===== src/rtl/scl_pkg.sv =====
package scl_pkg;
  localparam int FRAC_W   = 15;
  localparam int RATIO_W  = 16;
  localparam int PERIOD_W = 16;
  localparam int EMU_W    = PERIOD_W + 1;
  localparam int EMU_STEP = 16;
  localparam int NUM_CFG  = 3;

  localparam logic [RATIO_W-1:0]  RATIO_UNITY  = 16'h8000;
  localparam logic [PERIOD_W-1:0] PERIOD_RESET = 16'h5400;

  typedef struct packed {
    logic             fire;
    logic [EMU_W-1:0] cnt;
  } emu_res_t;

  // reset value of configuration slot g (0: h ratio, 1: v ratio, 2: period)
  function automatic logic [15:0] cfg_reset(input int g);
    return (g == 2) ? PERIOD_RESET : RATIO_UNITY;
  endfunction

  // replace one byte lane of a 16-bit holding value
  function automatic logic [15:0] put_byte(input logic [15:0] old, input logic hi,
                                           input logic [7:0] data);
    return hi ? {data, old[7:0]} : {old[15:8], data};
  endfunction

  // one clock of the line-period emulation counter
  function automatic emu_res_t emu_next(input logic [EMU_W-1:0] cnt,
                                        input logic [PERIOD_W-1:0] per);
    emu_res_t         r;
    logic [EMU_W-1:0] sum;
    sum = cnt + EMU_W'(EMU_STEP);
    if (per < PERIOD_W'(EMU_STEP)) begin
      r.fire = 1'b1;
      r.cnt  = '0;
    end else if (sum >= EMU_W'(per)) begin
      r.fire = 1'b1;
      r.cnt  = sum - EMU_W'(per);
    end else begin
      r.fire = 1'b0;
      r.cnt  = sum;
    end
    return r;
  endfunction
endpackage


===== src/rtl/scl_cfg_regs.sv =====
module scl_cfg_regs
  import scl_pkg::*;
(
  input  logic                clk,
  input  logic                rst_n,
  input  logic                wr_en,
  input  logic [2:0]          wr_sel,
  input  logic [7:0]          wr_data,
  input  logic                latch,
  output logic [RATIO_W-1:0]  hr_act,
  output logic [RATIO_W-1:0]  vr_act,
  output logic [PERIOD_W-1:0] per_act
);
  logic [15:0] act_w [NUM_CFG];

  for (genvar g = 0; g < NUM_CFG; g++) begin : g_slot
    logic [15:0] hold_q;
    logic [15:0] act_q;
    logic        hit;

    assign hit = wr_en && (wr_sel[2:1] == 2'(g));

    always_ff @(posedge clk or negedge rst_n) begin
      if (!rst_n) begin
        hold_q <= cfg_reset(g);
        act_q  <= cfg_reset(g);
      end else begin
        if (hit) hold_q <= put_byte(hold_q, wr_sel[0], wr_data);
        if (latch) act_q <= hold_q;
      end
    end

    assign act_w[g] = act_q;
  end

  assign hr_act  = act_w[0];
  assign vr_act  = act_w[1];
  assign per_act = act_w[2];
endmodule


===== src/rtl/scl_pos_acc.sv =====
module scl_pos_acc
  import scl_pkg::*;
#(
  parameter int IDX_W = 12
) (
  input  logic               clk,
  input  logic               rst_n,
  input  logic               clr,
  input  logic               step,
  input  logic [RATIO_W-1:0] ratio,
  output logic [IDX_W-1:0]   index,
  output logic [FRAC_W-1:0]  phase,
  output logic               adv
);
  localparam int ACC_W = IDX_W + FRAC_W;

  logic [ACC_W-1:0] pos_q;
  logic [ACC_W-1:0] pos_nxt;
  logic             int_moved;

  assign pos_nxt   = pos_q + ACC_W'(ratio);
  assign int_moved = pos_nxt[ACC_W-1:FRAC_W] != pos_q[ACC_W-1:FRAC_W];

  always_ff @(posedge clk or negedge rst_n) begin
    if (!rst_n) begin
      pos_q <= '0;
      adv   <= 1'b0;
    end else if (clr) begin
      pos_q <= '0;
      adv   <= 1'b0;
    end else if (step) begin
      pos_q <= pos_nxt;
      adv   <= int_moved;
    end else begin
      adv   <= 1'b0;
    end
  end

  assign index = pos_q[ACC_W-1:FRAC_W];
  assign phase = pos_q[FRAC_W-1:0];
endmodule


===== src/rtl/scl_line_emu.sv =====
module scl_line_emu
  import scl_pkg::*;
(
  input  logic                clk,
  input  logic                rst_n,
  input  logic                clr,
  input  logic [PERIOD_W-1:0] period,
  output logic                pulse,
  output logic [EMU_W-1:0]    cnt
);
  emu_res_t nxt;

  assign nxt = emu_next(cnt, period);

  always_ff @(posedge clk or negedge rst_n) begin
    if (!rst_n) begin
      cnt   <= '0;
      pulse <= 1'b0;
    end else if (clr) begin
      cnt   <= '0;
      pulse <= 1'b0;
    end else begin
      cnt   <= nxt.cnt;
      pulse <= nxt.fire;
    end
  end
endmodule


===== src/rtl/scale_step_engine.sv =====
module scale_step_engine
  import scl_pkg::*;
#(
  parameter int H_IDX_W = 12,
  parameter int V_IDX_W = 11
) (
  input  logic               clk,
  input  logic               rst_n,
  input  logic               cfg_wr,
  input  logic [2:0]         cfg_sel,
  input  logic [7:0]         cfg_wdata,
  input  logic               frame_start,
  input  logic               line_start,
  input  logic               pix_step,
  output logic [H_IDX_W-1:0] h_index,
  output logic [FRAC_W-1:0]  h_phase,
  output logic               h_adv,
  output logic [V_IDX_W-1:0] v_index,
  output logic [FRAC_W-1:0]  v_phase,
  output logic               v_adv,
  output logic               emu_line
);
  // named internal events
  logic                h_clr;
  logic                h_step;
  logic                v_clr;
  logic                v_step;
  logic [RATIO_W-1:0]  hr_act;
  logic [RATIO_W-1:0]  vr_act;
  logic [PERIOD_W-1:0] per_act;
  logic [EMU_W-1:0]    emu_cnt;

  assign h_clr  = frame_start | line_start;
  assign h_step = pix_step;
  assign v_clr  = frame_start;
  assign v_step = line_start;

  scl_cfg_regs cfg_i (
    .clk     (clk),
    .rst_n   (rst_n),
    .wr_en   (cfg_wr),
    .wr_sel  (cfg_sel),
    .wr_data (cfg_wdata),
    .latch   (frame_start),
    .hr_act  (hr_act),
    .vr_act  (vr_act),
    .per_act (per_act)
  );

  scl_pos_acc #(.IDX_W(H_IDX_W)) h_acc_i (
    .clk   (clk),
    .rst_n (rst_n),
    .clr   (h_clr),
    .step  (h_step),
    .ratio (hr_act),
    .index (h_index),
    .phase (h_phase),
    .adv   (h_adv)
  );

  scl_pos_acc #(.IDX_W(V_IDX_W)) v_acc_i (
    .clk   (clk),
    .rst_n (rst_n),
    .clr   (v_clr),
    .step  (v_step),
    .ratio (vr_act),
    .index (v_index),
    .phase (v_phase),
    .adv   (v_adv)
  );

  scl_line_emu emu_i (
    .clk    (clk),
    .rst_n  (rst_n),
    .clr    (frame_start),
    .period (per_act),
    .pulse  (emu_line),
    .cnt    (emu_cnt)
  );
endmodule


===== config.mk =====
export PLATFORM = sky130hd
export DESIGN_NAME = scale_step_engine
export DESIGN_NICKNAME = d
export VERILOG_FILES = /design/src/rtl/scl_pkg.sv /design/src/rtl/scl_cfg_regs.sv /design/src/rtl/scl_pos_acc.sv /design/src/rtl/scl_line_emu.sv /design/src/rtl/scale_step_engine.sv
export SDC_FILE = /design/constraint.sdc
export NUM_CORES = 1
export LEC_CHECK = 0
export BUFFER_PORTS_ARGS = -buffer_cell sky130_fd_sc_hd__buf_2
export CELL_PAD_IN_SITES_DETAIL_PLACEMENT = 0
export CELL_PAD_IN_SITES_GLOBAL_PLACEMENT = 1
export CORE_ASPECT_RATIO = 0.7
export CORE_MARGIN = 2
export CORE_UTILIZATION = 44
export DETAILED_ROUTE_END_ITERATION = 8
export PLACE_DENSITY_LB_ADDON = 0.3
export SLEW_MARGIN = 20
export SYNTH_ARGS = -nofsm -noshare
export SYNTH_HDL_FRONTEND = slang
export SYNTH_SLANG_ARGS = --single-unit

===== constraint.sdc =====
create_clock -name clk -period 3.1 [get_ports clk]
set_input_delay 0.775 -clock clk [delete_from_list [all_inputs] [get_ports clk]]
set_output_delay 0.775 -clock clk [all_outputs]
set_load 0.05 [all_outputs]

==> impl_metrics.yaml <==
outcome:
  status: "complete, no violations"
clock_network:
  clock_latency_ps: 440
  ctsLongestPathBuffers: 2
  clk_pin_slew_worst_paths_ps: 70
  tritoncts: "done"
  clock_sinks: 169
  root_buffer: "clkbuf_16"
  htreeDepth: 4
  postCtsHoldBufs: 0
  cts_buffers: 17
yosys:
  syn_area_per_cell_um2: 10.8
  ys.flop_type: "dfrtp_1"
  yosysUniqueCellTypes: 60
  synth_top_area_cell: "dfrtp_1"
  synth_top_area_share_pct: 44.1
  syn_area_um2: 9010
  synth_async_sr_flop_share_pct: 100
  ys_seq_area_share_pct: 47.1
  syn_inst: 834
  synth-edff-count: 0
  yosysMostFrequentCell: "dfrtp_1"
  synth_common_cells: "dfrtp_1 (159), nor2_1 (90), mux2_2 (81)"
  ys.warnings.count: 0
  yosys_register_bits: 169
  syn-num-nets: 903
  netlist_top_cells_area: "dfrtp_1 (44%), mux2_2 (10%), ha_1 (6.8%)"
die:
  core_area_um2: 20000
  ios: 73
  rows: 43
  initial_utilization_pct: 45.2
  die_y_um: 124
  die_area_um2: 21700
  die_w_um: 175
route:
  dr.pass1.iters: 4
  drtIter0Drc: 390
  wl_per_cell_um: 17.0
  drc: 0
  postRouteAntennaNets: 0
  viasPerCell: 5.36
  wl_um: 20600
  dr_total_vias: 6491
timing:
  finalSetupViolCount: 0
  finalCritPeriodShare_pct: 97.1
  hold_viol: 0
  period_minus_slack_ps: 3010
  max-slew-margin-rel_pct: 42.4
  rsz0062_at_grt: "yes"
  fin_skew_ps: 9.04
  max_freq_mhz: 332
  hold_slack_ps: 327
  tightest_slew_ps: 861
  maxSlewViolCount: 0
setup_path:
  cpPeakStageDelay_ps: 440
  end_kind: "register"
  cp.arrival_ps: 3370
  cp-start-kind: "register"
  crit_path_top_delay_cell: "dfrtp_1"
  r2r_slack_ps: 90
  worstReg2RegEnd: "emu_i.cnt[9]"
  worst_r2r_path_depth: 12
  r2r_start: "emu_i.cnt[7]"
  crit_type: "register to register"
  crit_required_ps: 3460
  critical_path.max_fanout: 7
  worstPathCellList: "nand2_2 -> nor2_4 -> nand4_1 -> xnor2_2 -> ha_1 -> and4_4 -> a211o_4 -> nor4b_4 -> nor2_2 -> buf_4 -> and3_1 -> nor3_2"
global_routing:
  gr-total-overflow: 0
  track_usage_pct: 20.0
  antenna_found_initial: 0
  grt_pass1_wl_um: 33800
  grt_max_degree: 63
  grt_pass1_vias: 6330
finish:
  finalNetCount: 997
  synthToLayoutAreaGrowth_pct: 18.2
  diodes: 0
  fin_util_pct: 53.4
  drive_gt1_share_pct: 28.7
hold_path:
  hold_path.class: "primary input to async pin"
flow_run:
  maxCapViolCount: 0
placement:
  dp_hpwl_um: 14600
  io_buffers: 72
  gp_congestion: 0.857
power:
  p_leak_nw: 5.03
  peakVddDrop_mv: 0.457
  power_per_cell_area_nw_per_um2: 847
[layer usage]
| metal | up-vias | wire length, um | GRT usage, % |
|---|---|---|---|
| li1 | 3153 | - | - |
| met1 | 3233 | 11500 | 31.4 |
| met2 | 94 | 8260 | 27.9 |
| met3 | 11 | 668 | 4.03 |
| met4 | 0 | 154 | 5.00 |
| met5 | - | 0 | 0 |
[sequential cells by signal (all words and copies together), names as in the netlist]
name / flops
emu_i.cnt: 17
cfg_i.per_act: 16
cfg_i.vr_act: 16
cfg_i.hr_act: 16
h_acc_i.pos_q: 27
h_acc_i.adv: 1
cfg_i.g_slot.hold_q: 48
v_acc_i.adv: 1
v_acc_i.pos_q: 26
emu_i.pulse: 1
[layout by cell type (no fill, tap or decap), types with 10 or more instances in the layout]
cell         n
dfrtp_1    159
nor2_1      87
mux2_2      80
buf_2       70
ha_1        46
a21oi_1     40
nand2_1     37
o21ai_0     35
xnor2_1     34
mux2i_1     31
inv_1       29
xor2_1      29
buf_4       28
clkbuf_16   17
nand4_1     15
a21o_1      14
nand3_1     12
nor3_1      11
a31oi_1     10
a211oi_1    10
dfstp_2     10
[power breakdown]
part / switching [mW] / total, mW / internal (mW) / leakage [nW]
Clock: 0.969 / 2.14 / 1.17 / 0.283
Sequential: 0.334 / 3.02 / 2.68 / 2.14
Combinational: 2.18 / 3.87 / 1.69 / 2.61
Total: 3.49 / 9.03 / 5.54 / 5.03
[through the flow]
| step | total power, mW | TNS (ps) | worst slack [ps] | instance area, um2 | cells |
|---|---|---|---|---|---|
| finish | 9.03 | 0 | 90.6 | 10700 | 1211 |
| global route | 9.63 | -248 | -65.0 | 10700 | 1211 |
| CTS | 8.84 | 0 | 10.2 | 10400 | 1208 |
| detailed placement | 6.64 | -69.6 | -50.8 | 9820 | 1176 |
| global placement | 6.62 | 0 | 55.6 | 9820 | 1176 |
| floorplan | 5.72 | 0 | 215 | 9010 | 834 |
[cell families after synthesis]
kind of cell / Yosys count / share of synthesized area, %
AOI/OAI and AO/OA: 147 / 10.3
xor gates and xnor gates: 70 / 6.80
adders and majority gates: 52 / 7.47
buffers and inverters: 54 / 2.30
DFF: 169 / 47.1
muxes: 113 / 13.7
and+or+nand+nor: 229 / 12.4
[worst max-delay path by stage]
| stage | from | to | slack [ps] | cells after the start |
|---|---|---|---|---|
| floorplan | v_acc_i.pos_q[0] | v_acc_i.pos_q[20] | 220 | 11 |
| CTS | emu_i.cnt[4] | emu_i.cnt[15] | 10 | 13 |
| global route | emu_i.cnt[11] | emu_i.cnt[9] | -60 | 12 |
| global placement | emu_i.cnt[4] | emu_i.cnt[9] | 60 | 13 |
| detailed placement | emu_i.cnt[4] | emu_i.cnt[9] | -50 | 13 |
| finish | emu_i.cnt[7] | emu_i.cnt[9] | 90 | 12 |
[timing repair]
action | 4_1_cts | 5_1_grt
setup buffers | 0 | 3
endpoints found under the setup margin | 13 | 20
gates resized for setup | 3 | 37
pin swaps | 0 | 14
[critical path: cells and delay by family (launching register included)]
family,cells,cell delay [ps]
AO/OA/AOI/OAI,1,360
XOR/XNOR,1,250
adder cells (fa/ha/maj),1,300
buffers and inverters,1,180
flip-flops,1,440
AND/OR/NAND/NOR,8,1410
[layout make-up]
class / instances / area, um2
fill: 1808 / 9310
multi-input combinational: 611 / 4790
sequential: 169 / 4240
timing repair buffer: 100 / 592
clock buffer: 19 / 453
tap: 270 / 338
clock inverter: 13 / 131
inverter: 29 / 109
Power figures use the tool's default switching activity.
